File: src/rtl/console_pkg.sv
package console_pkg;
  typedef enum logic [2:0] {
    SEL_NONE  = 3'd0,
    SEL_KSTAT = 3'd1,
    SEL_KDATA = 3'd2,
    SEL_DSTAT = 3'd3,
    SEL_DDATA = 3'd4,
    SEL_CTRL  = 3'd5
  } reg_sel_e;

  localparam int NUM_REGS = 5;
endpackage

File: src/rtl/console_decode.sv
module console_decode
  import console_pkg::*;
#(
  parameter int ADDR_W = 16,
  parameter logic [ADDR_W-1:0] KSTAT_ADDR = 16'hFE00,
  parameter logic [ADDR_W-1:0] KDATA_ADDR = 16'hFE02,
  parameter logic [ADDR_W-1:0] DSTAT_ADDR = 16'hFE04,
  parameter logic [ADDR_W-1:0] DDATA_ADDR = 16'hFE06,
  parameter logic [ADDR_W-1:0] CTRL_ADDR  = 16'hFFFE
) (
  input  logic              req,
  input  logic [ADDR_W-1:0] addr,
  output reg_sel_e          sel,
  output logic              hit,
  output logic              pass
);
  localparam logic [ADDR_W-1:0] MAP [NUM_REGS] =
    '{KSTAT_ADDR, KDATA_ADDR, DSTAT_ADDR, DDATA_ADDR, CTRL_ADDR};

  logic [NUM_REGS-1:0] match;

  for (genvar i = 0; i < NUM_REGS; i++) begin : g_cmp
    assign match[i] = (addr == MAP[i]);
  end

  always_comb begin
    sel = SEL_NONE;
    for (int i = 0; i < NUM_REGS; i++) begin
      if (match[i]) sel = reg_sel_e'(3'(i + 1));
    end
  end

  assign hit  = req && (match != '0);
  assign pass = req && (match == '0);
endmodule

File: src/rtl/console_kbd.sv
module console_kbd #(
  parameter int CHAR_W = 8
) (
  input  logic              clk,
  input  logic              rst_n,
  input  logic              in_valid,
  input  logic [CHAR_W-1:0] in_data,
  output logic              in_ready,
  input  logic              consume,
  output logic              flag,
  output logic [CHAR_W-1:0] char_q
);
  logic take;
  assign in_ready = !flag;
  assign take     = in_valid && in_ready;

  always_ff @(posedge clk or negedge rst_n) begin
    if (!rst_n) begin
      flag   <= 1'b0;
      char_q <= '0;
    end else if (take) begin
      flag   <= 1'b1;
      char_q <= in_data;
    end else if (consume) begin
      flag   <= 1'b0;
    end
  end

  AST_KBD_SET: assert property (@(posedge clk) disable iff (!rst_n)
    in_valid && in_ready |=> flag && char_q == $past(in_data));
  AST_KBD_CLEAR: assert property (@(posedge clk) disable iff (!rst_n)
    consume && !in_valid |=> !flag);
endmodule

File: src/rtl/console_disp.sv
module console_disp #(
  parameter int CHAR_W = 8
) (
  input  logic              clk,
  input  logic              rst_n,
  input  logic              wr_stb,
  input  logic [CHAR_W-1:0] wr_char,
  output logic              out_valid,
  output logic [CHAR_W-1:0] out_data,
  input  logic              out_ready
);
  logic load;
  assign load = wr_stb && !out_valid;

  always_ff @(posedge clk or negedge rst_n) begin
    if (!rst_n) begin
      out_valid <= 1'b0;
      out_data  <= '0;
    end else if (load) begin
      out_valid <= 1'b1;
      out_data  <= wr_char;
    end else if (out_ready) begin
      out_valid <= 1'b0;
    end
  end

  AST_DISP_HOLD: assert property (@(posedge clk) disable iff (!rst_n)
    out_valid && !out_ready |=> out_valid && $stable(out_data));
  AST_DISP_RELEASE: assert property (@(posedge clk) disable iff (!rst_n)
    out_valid && out_ready |=> !out_valid);
  AST_DISP_DROP: assert property (@(posedge clk) disable iff (!rst_n)
    out_valid && wr_stb |=> $stable(out_data));
endmodule

File: src/rtl/console_regs.sv
module console_regs
  import console_pkg::*;
#(
  parameter int ADDR_W = 16,
  parameter int DATA_W = 16,
  parameter int CHAR_W = 8
) (
  input  logic              clk,
  input  logic              rst_n,
  input  logic              bus_req,
  input  logic              bus_we,
  input  logic [ADDR_W-1:0] bus_addr,
  input  logic [DATA_W-1:0] bus_wdata,
  output logic [DATA_W-1:0] bus_rdata,
  output logic              io_hit,
  output logic              mem_sel,
  input  logic              kbd_valid,
  input  logic [CHAR_W-1:0] kbd_data,
  output logic              kbd_ready,
  output logic              disp_valid,
  output logic [CHAR_W-1:0] disp_data,
  input  logic              disp_ready,
  output logic              run
);
  localparam int FLAG_BIT = DATA_W - 1;
  localparam int PAD_W    = DATA_W - CHAR_W;

  reg_sel_e          sel;
  logic              rd_acc, wr_acc;
  logic              k_flag;
  logic [CHAR_W-1:0] k_char;
  logic              wdata_unused;

  assign wdata_unused = ^bus_wdata[FLAG_BIT-1:CHAR_W];

  console_decode #(.ADDR_W(ADDR_W)) u_decode (
    .req(bus_req), .addr(bus_addr), .sel(sel), .hit(io_hit), .pass(mem_sel)
  );

  assign rd_acc = io_hit && !bus_we;
  assign wr_acc = io_hit && bus_we;

  console_kbd #(.CHAR_W(CHAR_W)) u_kbd (
    .clk(clk), .rst_n(rst_n),
    .in_valid(kbd_valid), .in_data(kbd_data), .in_ready(kbd_ready),
    .consume(rd_acc && sel == SEL_KDATA),
    .flag(k_flag), .char_q(k_char)
  );

  console_disp #(.CHAR_W(CHAR_W)) u_disp (
    .clk(clk), .rst_n(rst_n),
    .wr_stb(wr_acc && sel == SEL_DDATA), .wr_char(bus_wdata[CHAR_W-1:0]),
    .out_valid(disp_valid), .out_data(disp_data), .out_ready(disp_ready)
  );

  always_ff @(posedge clk or negedge rst_n) begin
    if (!rst_n)                         run <= 1'b1;
    else if (wr_acc && sel == SEL_CTRL) run <= bus_wdata[FLAG_BIT];
  end

  always_comb begin
    bus_rdata = '0;
    if (rd_acc) begin
      unique case (sel)
        SEL_KSTAT: bus_rdata[FLAG_BIT] = k_flag;
        SEL_KDATA: bus_rdata = {{PAD_W{1'b0}}, k_char};
        SEL_DSTAT: bus_rdata[FLAG_BIT] = !disp_valid;
        SEL_DDATA: bus_rdata = {{PAD_W{1'b0}}, disp_data};
        SEL_CTRL:  bus_rdata[FLAG_BIT] = run;
        default:   bus_rdata = '0;
      endcase
    end
  end

  AST_RUN_FOLLOWS_WRITE: assert property (@(posedge clk) disable iff (!rst_n)
    wr_acc && sel == SEL_CTRL |=> run == $past(bus_wdata[FLAG_BIT]));
  AST_UNMAPPED_QUIET: assert property (@(posedge clk) disable iff (!rst_n)
    mem_sel |-> bus_rdata == '0);
  AST_STATUS_PAD: assert property (@(posedge clk) disable iff (!rst_n)
    rd_acc && (sel == SEL_KSTAT || sel == SEL_CTRL) |-> bus_rdata[FLAG_BIT-1:0] == '0);
endmodule

File: config.mk
export PLATFORM = sky130hd
export DESIGN_NAME = console_regs
export DESIGN_NICKNAME = d
export VERILOG_FILES = /design/src/rtl/console_pkg.sv /design/src/rtl/console_decode.sv /design/src/rtl/console_kbd.sv /design/src/rtl/console_disp.sv /design/src/rtl/console_regs.sv
export SDC_FILE = /design/constraint.sdc
export NUM_CORES = 1
export LEC_CHECK = 0
export ABC_CLOCK_PERIOD_IN_PS = 4100
export CORE_AREA = 2 2 58 60
export DETAILED_ROUTE_END_ITERATION = 10
export DIE_AREA = 0 0 60 62
export PLACE_DENSITY = 0.93
export SLEW_MARGIN = 20
export SYNTH_ARGS = -nofsm -noshare
export SYNTH_HDL_FRONTEND = slang
export SYNTH_HIERARCHICAL = 1
export SYNTH_SLANG_ARGS = --single-unit
File: constraint.sdc
create_clock -name clk -period 4.1 [get_ports clk]
set_input_delay 0.41 -clock clk [delete_from_list [all_inputs] [get_ports clk]]
set_output_delay 0.41 -clock clk [all_outputs]
set_load 0.05 [all_outputs]
## Word-level counts from Yosys, hierarchy flattened

Index checks and enable logic that the tools add are counted.

- Output and inout port bits: 29
- Word-level logic and storage cells: 43
- Bits in registers: 19
- Input bits: 46

- Reductions and logical operators: 16
- Multiplexer cells: 12
- Equality and inequality tests: 10

Operator list:

| kind | count |
|---|---|
| 16-bit equality test, second input constant | 5 |
| 16-bit 2-to-1 mux | 1 |
| 8-bit one-hot mux with 2 select lines | 1 |
| 1-bit logical AND | 9 |
| 3-bit by 2-bit equality test with 1-bit output, second input constant | 2 |
| 3-bit equality test, second input constant | 2 |
| 3-bit 2-to-1 mux | 2 |
| 5-bit zero test | 1 |
| 1-bit 2-to-1 mux | 5 |
| 5-bit nonzero test | 1 |
| 2-bit 2-to-1 mux | 2 |
| 2-bit nonzero test | 2 |
| 3-bit by 1-bit equality test with 1-bit output, second input constant | 1 |
| 1-bit zero test | 3 |
| 1-bit one-hot mux with 3 select lines | 1 |

## Longest topological paths before layout

Gate-level depths: netlist of run 1.

- Word-level depth: 10
- Depth in mapped cells: 8
- Mapped depth without buffers: 7

## By module

The synthesis of run 1 kept the hierarchy.

Modules (own cells, without submodules):

| module | instances | area each (sq um) | seq. area each (sq um) | cells each |
|---|---|---|---|---|
| console_disp | 1 | 374.1 | 225.2 | 21 |
| console_kbd | 1 | 374.1 | 225.2 | 21 |
| console_regs | 1 | 269.0 | 26.3 | 31 |
| console_decode | 1 | 135.1 | 0.0 | 20 |

## Worst setup path before layout of run 1

OpenSTA, ideal clock, no wires.

- Path type: input-to-output
- From: in bus_addr[7]
- To: out bus_rdata[15]
- Data required time: 3690 ps
- Path buffers: 0
- Arrival time: 3883 ps
- Stages on the path: 5
- Slack: -193 ps
- Cells stage by stage: or4_4 -> or2_1 -> a211oi_1 -> nand2_1 -> a211oi_1

- Elaborated cells on any way between the ends: 18
- Those cells by class: 8 x eq/ne; 7 x mux; 3 x reduce/logical

RTL lines:

| what | line | RTL |
|---|---|---|
| start, declared | console_regs.sv:12 | `input logic [ADDR_W-1:0] bus_addr,` |
| 16-bit equality test | console_decode.sv:23 | `assign match[i] = (addr == MAP[i]);` |
| 5-bit nonzero test * | console_decode.sv:33 | `assign hit = req && (match != '0);` |
| 1-bit logical AND * | console_decode.sv:33 |  |
| net io_hit | console_regs.sv:15 | `output logic io_hit,` |
| 1-bit logical AND * | console_regs.sv:40 | `assign rd_acc = io_hit && !bus_we;` |
| 16-bit 2-to-1 mux * | console_regs.sv:63 | `if (rd_acc) begin` |
| end, declared | console_regs.sv:14 | `output logic [DATA_W-1:0] bus_rdata,` |

Mark *: on every way through the listed nets, which the timed path passes. The rest lies on a longest branch.

## Worst setup path in the final report of run 1

- From: in bus_addr[7]
- To: out bus_rdata[2]

- Cells in the longest elaborated chain, start to end: 9
- Elaborated cells on any way between the ends: 17
- Those cells by class: 7 x eq/ne; 7 x mux; 3 x reduce/logical

Ends and longest elaborated chain:

| what | line | RTL |
|---|---|---|
| 16-bit equality test | console_decode.sv:23 |  |
| 1-bit 2-to-1 mux | console_decode.sv:29 | `if (match[i]) sel = reg_sel_e'(3'(i + 1));` |
| 2-bit 2-to-1 mux (2 in series) | console_decode.sv:29 |  |
| 3-bit 2-to-1 mux (2 in series) | console_decode.sv:29 |  |
| 3-bit equality test / 3-bit by 2-bit equality test with 1-bit output (equally long branches) | console_regs.sv:64 | `unique case (sel)` |
| 8-bit one-hot mux with 2 select lines | console_regs.sv:64 |  |
| 16-bit 2-to-1 mux * | console_regs.sv:63 |  |

Every way passes the cells marked *; elsewhere a longest branch is shown, timed or not.

==> impl_metrics.env, run 1 <==
export IMPL_yosysSeqAreaShare=0.414
export IMPL_fin_crit_sh=0.896
export IMPL_setup_viol=0
export IMPL_synth_top_family_by_area="multiplexers"
export IMPL_cp_start_kind="input pin"
export IMPL_slew_viol_final=0
export IMPL_cts_root_buf="clkbuf_4"
export IMPL_port_buffers=60
export IMPL_place_area_um2=1840
export IMPL_cts_sinks=19
export IMPL_vias=940
export IMPL_drt_iter0_drc=17
export IMPL_grt_usage=0.161
export IMPL_p_per_area_nw_per_um2=192
export IMPL_htreeDepth=1
export IMPL_drt_first_pass_iters=2
export IMPL_critical_path_required_ns=3.69
export IMPL_globalRouteOverflowTotal=0
export IMPL_synth_top_area_cell="dfrtp_1"
export IMPL_vias_per_cell=4.70
export IMPL_synth_xor_area_frac=0.00760
export IMPL_path_max_fanout=9
export IMPL_clk_insertion_delay_late_ns=0.29
export IMPL_grt_max_degree=20
export IMPL_cts_tree="done"
export IMPL_synth_top_cell_area_share=0.391
export IMPL_worstMarginPinSlew_ns=1.13
export IMPL_row_count=21
export IMPL_fin_setup_tns_ns=0
export IMPL_cap_viol_max_count=0
export IMPL_synth_area_um2=1150
export IMPL_p_leak_uw=0.000785
export IMPL_ys_flop_type="dfrtp_1"
export IMPL_wl_per_cell_um=14.5
export IMPL_nets=201
export IMPL_synthArstFlopShare=1.00
export IMPL_diodes=0
export IMPL_hold_viol=0
export IMPL_synthMuxAreaShare=0.218
export IMPL_cp_end_kind="primary output"
export IMPL_postSynthAreaPerCell_um2=12.4
export IMPL_die_y_um=62
export IMPL_synth_edff_count=0
export IMPL_synthAdderAreaFrac=0
export IMPL_rsz0062_at_grt="false"
export IMPL_synth_distinct_cells=32
export IMPL_final_area_um2=1870
export IMPL_seq_area_um2=477
export IMPL_start_util=0.362
export IMPL_fin_worst_skew_ns=0.00390
export IMPL_grt_pass1_vias=1008
export IMPL_synth_compound_area_frac=0.111
export IMPL_fmax_mhz=272
export IMPL_drive_above_1_share=0.266
export IMPL_wirelength_um=2890
export IMPL_crit_type="input pin to primary output"
export IMPL_synth_simple_area_share=0.168
export IMPL_fillCellCount=272
export IMPL_status="finished, final reports clean"
export IMPL_cts_buffers=3
export IMPL_yosysMostFrequentCell="dfrtp_1"
export IMPL_slew_headroom=0.248
export IMPL_period_minus_slack_ns=3.67
export IMPL_clk_pin_slew_worst_paths_ns=0.10
export IMPL_hold_buffers=0
export IMPL_ant_nets=0
export IMPL_antenna_found_initial=0
export IMPL_die_x_um=60
export IMPL_ys_ff_latch=19
export IMPL_post_cts_setup_buffers=0
export IMPL_die_area_um2=3720
export IMPL_ctsResizeCount=0
export IMPL_area_delta_synth_final_pct=62.1
export IMPL_drc=0
export IMPL_hp_class="register to register"
export IMPL_boundaryPins=75
export IMPL_ir_drop_uv=74.2
export IMPL_cts_path_max_buffers=2
export IMPL_grt_pass1_wl_um=4460
export IMPL_hpwl_um=2390
export IMPL_routabilityCongestion=0.674
export IMPL_synth_area_top_cells="dfrtp_1 39%, mux2_4 21%, a22o_1 6.1%"
export IMPL_core_area_um2=3180
export IMPL_ys_warn_count=6
export IMPL_multi_input_area_um2=613
export IMPL_synthCells=93
export IMPL_cp_arrival_ns=3.26
export IMPL_synth_top_cells_by_count="18 x dfrtp_1, 16 x mux2_4, 8 x a22o_1, 8 x buf_4, 4 x nand2_1"
==> logic make-up (layout without fill, tap and decap cells) <==
| logic type | after synthesis | count (layout) |
|---|---|---|
| buffers and inverters | 12 | 67 |
| DFF | 19 | 19 |
| muxes | 17 | 17 |
| other | 1 | 7 |
| AOI/OAI and AO/OA | 16 | 16 |
| and+or+nand+nor | 27 | 27 |
| xor gates and xnor gates | 1 | 1 |
==> path summary, 6_finish.rpt <==
kind / cells past startpoint / start / slack [ns] / end
max in group asynchronous: 1 / rst_n / 2.97 / u_disp/out_valid
min reg2reg: 1 / u_kbd/char_q[7] / 0.52 / u_kbd/char_q[7]
max reg2reg: 2 / u_kbd/flag / 2.36 / u_kbd/char_q[5]
max: 8 / bus_addr[7] / 0.43 / bus_rdata[2]
min in group asynchronous: 1 / rst_n / 0.60 / u_kbd/char_q[0]
min: 1 / u_kbd/char_q[7] / 0.52 / u_kbd/char_q[7]
==> state kept, by name, summed over array words and instances, names as in the netlist <==
signal / count
run: 1
u_kbd/char_q: 8
u_disp/out_valid: 1
u_disp/out_data: 8
u_kbd/flag: 1
==> where the power goes <==
part           switching, µW  internal, µW  total, µW
Combinational           30.2          40.3       70.6
Sequential              2.38           191        194
Clock                   57.2          36.3       93.5
==> stage by stage <==
step           utilization  hold slack, ns  instances  total power, µW  setup WS (ns)
3_3_place_gp         0.579           0.493        196              266          0.478
4_1_cts              0.588           0.527        200              362          0.414
2_1_floorplan            -           0.114         99              228          0.354
3_5_place_dp         0.579           0.498        196              268          0.421
5_1_grt              0.588           0.547        200              378          0.302
6_report             0.588           0.524        200              358          0.427
==> routing by layer <==
| layer | up-vias | part of all wire | track usage |
|---|---|---|---|
| met2 | 45 | 0.54 | 0.301 |
| met1 | 441 | 0.38 | 0.184 |
| met5 | - | 0 | 0 |
| li1 | 450 | - | - |
| met4 | 0 | 0.018 | 0.0698 |
| met3 | 4 | 0.059 | 0.0207 |
==> cell usage in the layout (no fill, tap or decap), types with 2 or more instances in the layout <==
cell type	n
or3_1	2
buf_12	8
or4_4	2
a22o_1	8
dfrtp_1	18
clkbuf_4	3
a211oi_1	2
a21oi_1	2
clkdlybuf4s50_1	51
nor2_1	2
nand4_1	3
inv_1	2
nand2b_1	2
buf_4	2
nand2_1	4
mux2_4	16
conb_1	7
nor2b_1	2
==> final cells by class <==
type,count,area share
clock inverters,1,0.00268
repair buffers,61,0.367
inverters,2,0.00402
multi-input cells,68,0.328
clock buffers,3,0.0121
flip-flops and latches,19,0.255
well taps,46,0.0308
==> worst max-delay path: stages <==
cell and delay [ns]:
clkdlybuf4s50_1 0.41, or4_4 0.55, or2_1 0.27, a211oi_2 0.33, or3b_4 0.44, nor3b_4 0.42, a22o_1 0.28, buf_12 0.15
Power figures use the tool's default switching activity.
==> inputs of run 2 (changes only) <==
--- a/config.mk
+++ b/config.mk
@@ -5,11 +5,13 @@
 export SDC_FILE = /design/constraint.sdc
 export NUM_CORES = 1
 export LEC_CHECK = 0
-export ABC_CLOCK_PERIOD_IN_PS = 4100
-export CORE_AREA = 2 2 58 60
+export ABC_CLOCK_PERIOD_IN_PS = 4000
+export CORE_AREA = 2 2 60 62
+export CTS_BUF_LIST = sky130_fd_sc_hd__clkbuf_16
 export DETAILED_ROUTE_END_ITERATION = 10
-export DIE_AREA = 0 0 60 62
-export PLACE_DENSITY = 0.93
+export DIE_AREA = 0 0 62 64
+export MAX_ROUTING_LAYER = met4
+export PLACE_DENSITY = 0.88
 export SLEW_MARGIN = 20
 export SYNTH_ARGS = -nofsm -noshare
 export SYNTH_HDL_FRONTEND = slang
==> constraint.sdc (replaced) <==
create_clock -name clk -period 4 [get_ports clk]
set_input_delay 0.4 -clock clk [delete_from_list [all_inputs] [get_ports clk]]
set_output_delay 0.4 -clock clk [all_outputs]
set_load 0.05 [all_outputs]
==> impl_metrics.env, run 2 (synthesized netlist as in run 1, its figures left out) <==
export IMPL_status="finished, final reports clean"
export IMPL_nets=201
export IMPL_hold_buffers=0
export IMPL_cp_arrival_ns=3.28
export IMPL_setup_viol=0
export IMPL_wirelength_um=3030
export IMPL_routabilityCongestion=0.776
export IMPL_slew_headroom=0.292
export IMPL_cp_end_kind="primary output"
export IMPL_vias=982
export IMPL_core_area_um2=3280
export IMPL_fin_setup_tns_ns=0
export IMPL_path_max_fanout=9
export IMPL_critical_path_required_ns=3.60
export IMPL_slew_viol_final=0
export IMPL_min_to="u_kbd/char_q[3]"
export IMPL_reg2reg_depth=2
export IMPL_cts_path_max_buffers=2
export IMPL_diodes=0
export IMPL_regToRegSetupSlack_ns=2.32
export IMPL_hpwl_um=2440
export IMPL_area_delta_synth_final_pct=67.8
export IMPL_grt_max_degree=20
export IMPL_clk_insertion_delay_late_ns=0.25
export IMPL_ir_drop_uv=159
export IMPL_hold_viol=0
export IMPL_globalRouteOverflowTotal=0
export IMPL_reg_top3="u_disp/out_data x8, u_kbd/char_q x8"
export IMPL_port_buffers=60
export IMPL_grt_usage=0.171
export IMPL_cts_sinks=19
export IMPL_cp_start_kind="input pin"
export IMPL_fin_crit_sh=0.920
export IMPL_cts_root_buf="clkbuf_16"
export IMPL_antenna_found_initial=0
export IMPL_hold_path_startpoint="u_kbd/char_q[3]"
export IMPL_drt_iter0_drc=34
export IMPL_htreeDepth=1
export IMPL_drive_above_1_share=0.266
export IMPL_layout_commonest_cell="clkdlybuf4s50_1"
export IMPL_wl_per_cell_um=15.1
export IMPL_die_area_um2=3970
export IMPL_grt_pass1_vias=1051
export IMPL_vias_per_cell=4.91
export IMPL_clk_pin_slew_worst_paths_ns=0.05
export IMPL_ctsResizeCount=0
export IMPL_min_path_cells=1
export IMPL_cts_buffers=3
export IMPL_hp_class="register to register"
export IMPL_timing_rr_end="u_kbd/char_q[7]"
export IMPL_boundaryPins=75
export IMPL_fin_worst_skew_ns=0.00317
export IMPL_p_per_area_nw_per_um2=246
export IMPL_rsz0062_at_grt="false"
export IMPL_setup_slack_ns=0.318
export IMPL_crit_type="input pin to primary output"
export IMPL_fmax_mhz=272
export IMPL_start_util=0.351
export IMPL_r2r_start="u_kbd/flag"
export IMPL_cap_viol_max_count=0
export IMPL_pre_cts_ws_ns=0.310
export IMPL_drc=0
export IMPL_worstMarginPinSlew_ns=1.06
export IMPL_p_leak_uw=0.000810
export IMPL_post_cts_setup_buffers=0
export IMPL_row_count=21
export IMPL_drt_first_pass_iters=2
export IMPL_cts_tree="done"
export IMPL_grt_pass1_wl_um=4800
export IMPL_final_cell_mix="51 x clkdlybuf4s50_1, 18 x dfrtp_1, 16 x mux2_4"
export IMPL_die_x_um=62
export IMPL_period_minus_slack_ns=3.68
export IMPL_ant_nets=0
export IMPL_die_y_um=64
## run 2: cell counts in the layout (fill, tap and decap cells not counted)
Identical to the previous run, type by type.
## run 2: metrics by stage
| step | cell area (µm²) | hold slack (ns) | util | std cells | total power [µW] |
|---|---|---|---|---|---|
| 2_1_floorplan | 1180 | 0.104 | - | 99 | 234 |
| 3_3_place_gp | 1850 | 0.494 | 0.564 | 196 | 273 |
| 3_5_place_dp | 1850 | 0.502 | 0.564 | 196 | 275 |
| 4_1_cts | 1930 | 0.521 | 0.589 | 200 | 481 |
| 5_1_grt | 1930 | 0.539 | 0.589 | 200 | 498 |
| 6_report | 1930 | 0.521 | 0.589 | 200 | 476 |
## run 2: critical path: stages
cell	delay [ns]
clkdlybuf4s50_1	0.42
or4_4	0.54
or2_1	0.27
a211oi_2	0.33
or3b_4	0.45
nor3b_4	0.44
a22o_1	0.27
buf_12	0.15
## run 2: cell type report
type / instances / area [µm²]
clock buffer: 3 / 75.1
clock inverter: 1 / 5.00
fill: 295 / 1350
inverter: 2 / 7.51
multi-input combinational: 68 / 613
sequential: 19 / 477
tap: 46 / 57.6
timing repair buffer: 61 / 698
## run 2: metal layers
| metal | wire (µm) | track usage | vias to the layer above | part of all wire |
|---|---|---|---|---|
| met5 | 0 | - | - | 0 |
| met1 | 1170 | 0.188 | 479 | 0.38 |
| li1 | - | - | 454 | - |
| met4 | 25 | 0.0638 | 0 | 0.0083 |
| met2 | 1650 | 0.293 | 47 | 0.55 |
| met3 | 185 | 0.0364 | 2 | 0.061 |
## run 2: worst max path at each step
stage / startpoint / end / slack, ns / cells after the start
final: bus_addr[7] / bus_rdata[4] / 0.32 / 8
after global placement: bus_addr[7] / bus_rdata[6] / 0.40 / 8
after global routing: bus_addr[7] / bus_rdata[7] / 0.13 / 8
after detailed placement: bus_addr[7] / bus_rdata[4] / 0.31 / 8
after CTS: bus_addr[7] / bus_rdata[4] / 0.32 / 8
after floorplan: bus_addr[7] / bus_rdata[15] / 0.27 / 5
## run 2: where the power goes
part	switching, µW	internal, µW
registers	2.61	197
clock network	69.7	134
logic	31.5	41.4
==> inputs of run 3 (changes only) <==
--- a/config.mk
+++ b/config.mk
@@ -6,10 +6,12 @@
 export NUM_CORES = 1
 export LEC_CHECK = 0
 export ABC_CLOCK_PERIOD_IN_PS = 4000
-export CORE_AREA = 2 2 60 62
+export CELL_PAD_IN_SITES_DETAIL_PLACEMENT = 0
+export CELL_PAD_IN_SITES_GLOBAL_PLACEMENT = 2
+export CORE_AREA = 2 2 78 80
 export CTS_BUF_LIST = sky130_fd_sc_hd__clkbuf_16
 export DETAILED_ROUTE_END_ITERATION = 10
-export DIE_AREA = 0 0 62 64
+export DIE_AREA = 0 0 80 82
 export MAX_ROUTING_LAYER = met4
 export PLACE_DENSITY = 0.88
 export SLEW_MARGIN = 20
==> impl_metrics.env, run 3 (synthesized netlist as in run 1, its figures left out) <==
export IMPL_clk_insertion_delay_late_ns=0.25
export IMPL_cap_viol_max_count=0
export IMPL_min_path_cells=1
export IMPL_setup_viol=0
export IMPL_drt_first_pass_iters=4
export IMPL_cts_sinks=19
export IMPL_core_area_um2=5750
export IMPL_dp_cells=227
export IMPL_fin_crit_sh=0.886
export IMPL_cts_buffers=3
export IMPL_cp_arrival_ns=3.14
export IMPL_seq_area_um2=477
export IMPL_instances_no_fill=231
export IMPL_post_cts_setup_buffers=0
export IMPL_fin_worst_skew_ns=0.000689
export IMPL_wl_per_cell_um=13.0
export IMPL_vias=929
export IMPL_nets=203
export IMPL_crit_type="input pin to primary output"
export IMPL_slew_headroom=0.428
export IMPL_fin_setup_tns_ns=0
export IMPL_wl_met1_um=1320
export IMPL_cp_start_kind="input pin"
export IMPL_area_delta_synth_final_pct=72.3
export IMPL_cts_tree="done"
export IMPL_p_leak_uw=0.000824
export IMPL_boundaryPins=75
export IMPL_slew_viol_final=0
export IMPL_ant_nets=0
export IMPL_final_cell_mix="51 x clkdlybuf4s50_1, 18 x dfrtp_1, 16 x mux2_4"
export IMPL_reg2reg_depth=2
export IMPL_status="finished, final reports clean"
export IMPL_grt_max_degree=20
export IMPL_htreeDepth=1
export IMPL_hpwl_um=2330
export IMPL_layout_commonest_cell="clkdlybuf4s50_1"
export IMPL_vias_per_cell=4.02
export IMPL_die_x_um=80
export IMPL_hold_path_startpoint="u_kbd/char_q[4]"
export IMPL_period_minus_slack_ns=3.54
export IMPL_grt_usage=0.0913
export IMPL_p_per_area_nw_per_um2=238
export IMPL_cp_end_kind="primary output"
export IMPL_met3_length_um=125
export IMPL_critical_path_required_ns=3.60
export IMPL_r2r_start="u_kbd/flag"
export IMPL_drive_above_1_share=0.276
export IMPL_drc=0
export IMPL_ir_drop_uv=117
export IMPL_routabilityCongestion=0.738
export IMPL_reg_top3="u_disp/out_data x8, u_kbd/char_q x8"
export IMPL_multi_input_area_um2=616
export IMPL_grt_pass1_vias=922
export IMPL_route_met2_wl_um=1530
export IMPL_cts_path_max_buffers=2
export IMPL_clk_pin_slew_worst_paths_ns=0.05
export IMPL_globalRouteOverflowTotal=0
export IMPL_row_count=28
export IMPL_fmax_mhz=282
export IMPL_die_area_um2=6560
export IMPL_final_util=0.346
export IMPL_hp_class="register to register"
export IMPL_antenna_found_initial=0
export IMPL_drt_iter0_drc=35
export IMPL_highest_layer="met4"
export IMPL_crit_start="bus_addr[7]"
export IMPL_cts_root_buf="clkbuf_16"
export IMPL_hold_viol=0
export IMPL_worstMarginPinSlew_ns=0.855
export IMPL_die_y_um=82
export IMPL_port_buffers=60
export IMPL_path_max_fanout=9
export IMPL_fillCellCount=583
export IMPL_ctsResizeCount=0
export IMPL_rsz0062_at_grt="false"
export IMPL_grt_pass1_wl_um=4530
export IMPL_diodes=0
export IMPL_wirelength_um=2990
export IMPL_hold_buffers=0
export IMPL_start_util=0.201
run 3: cell count changes in the layout (fill, tap and decap cells not counted):
| cell | before | now |
|---|---|---|
| nor2b_2 | 1 | 2 |
| inv_1 | 2 | 3 |
| buf_4 | 1 | 3 |
| clkinv_2 | 1 | 0 |
| nor2b_1 | 2 | 1 |
run 3: through the flow:
| stage | instance area [µm²] | hold slack (ns) | setup slack [ns] | power [µW] |
|---|---|---|---|---|
| after detailed placement | 1900 | 0.498 | 0.437 | 274 |
| after floorplan | 1180 | 0.104 | 0.274 | 234 |
| after global routing | 1990 | 0.530 | 0.315 | 493 |
| after global placement | 1900 | 0.491 | 0.469 | 274 |
| final | 1990 | 0.511 | 0.457 | 472 |
| after CTS | 1980 | 0.513 | 0.430 | 477 |
run 3: critical path: stages:
cell	delay, ns
clkdlybuf4s50_1	0.42
or4_4	0.55
or2_1	0.27
a211oi_2	0.21
or3b_4	0.43
nor3b_4	0.44
a22o_1	0.27
buf_12	0.15
run 3: report_power, final:
group | total, µW | internal (µW) | leakage [µW] | switching [µW]
Combinational | 71.7 | 41.3 | 0.000533 | 30.4
Sequential | 199 | 197 | 0.000248 | 2.52
Clock | 202 | 133 | 0.0000423 | 68.7
run 3: path summary, 6_finish.rpt:
check / end / slack (ns)
setup / recovery: bus_rdata[3] / 0.46
hold / removal: u_kbd/char_q[4] / 0.51
setup reg to reg: u_kbd/char_q[6] / 2.59
hold reg to reg: u_kbd/char_q[4] / 0.51
max in group asynchronous: u_kbd/char_q[5] / 2.83
min in group asynchronous: u_kbd/char_q[4] / 0.65
run 3: metal layers:
layer  vias to the layer above  GRT usage
met4                         0     0.0254
met2                        25      0.158
met3                         2     0.0121
met5                         -          -
met1                       444      0.112
li1                        458          -
run 3: layout make-up:
type | count | area share
repair buffers | 63 | 0.359
multi-input cells | 68 | 0.310
flip-flops and latches | 19 | 0.240
well taps | 75 | 0.0473
clock buffers | 3 | 0.0378
inverters | 2 | 0.00378
clock inverters | 1 | 0.00189
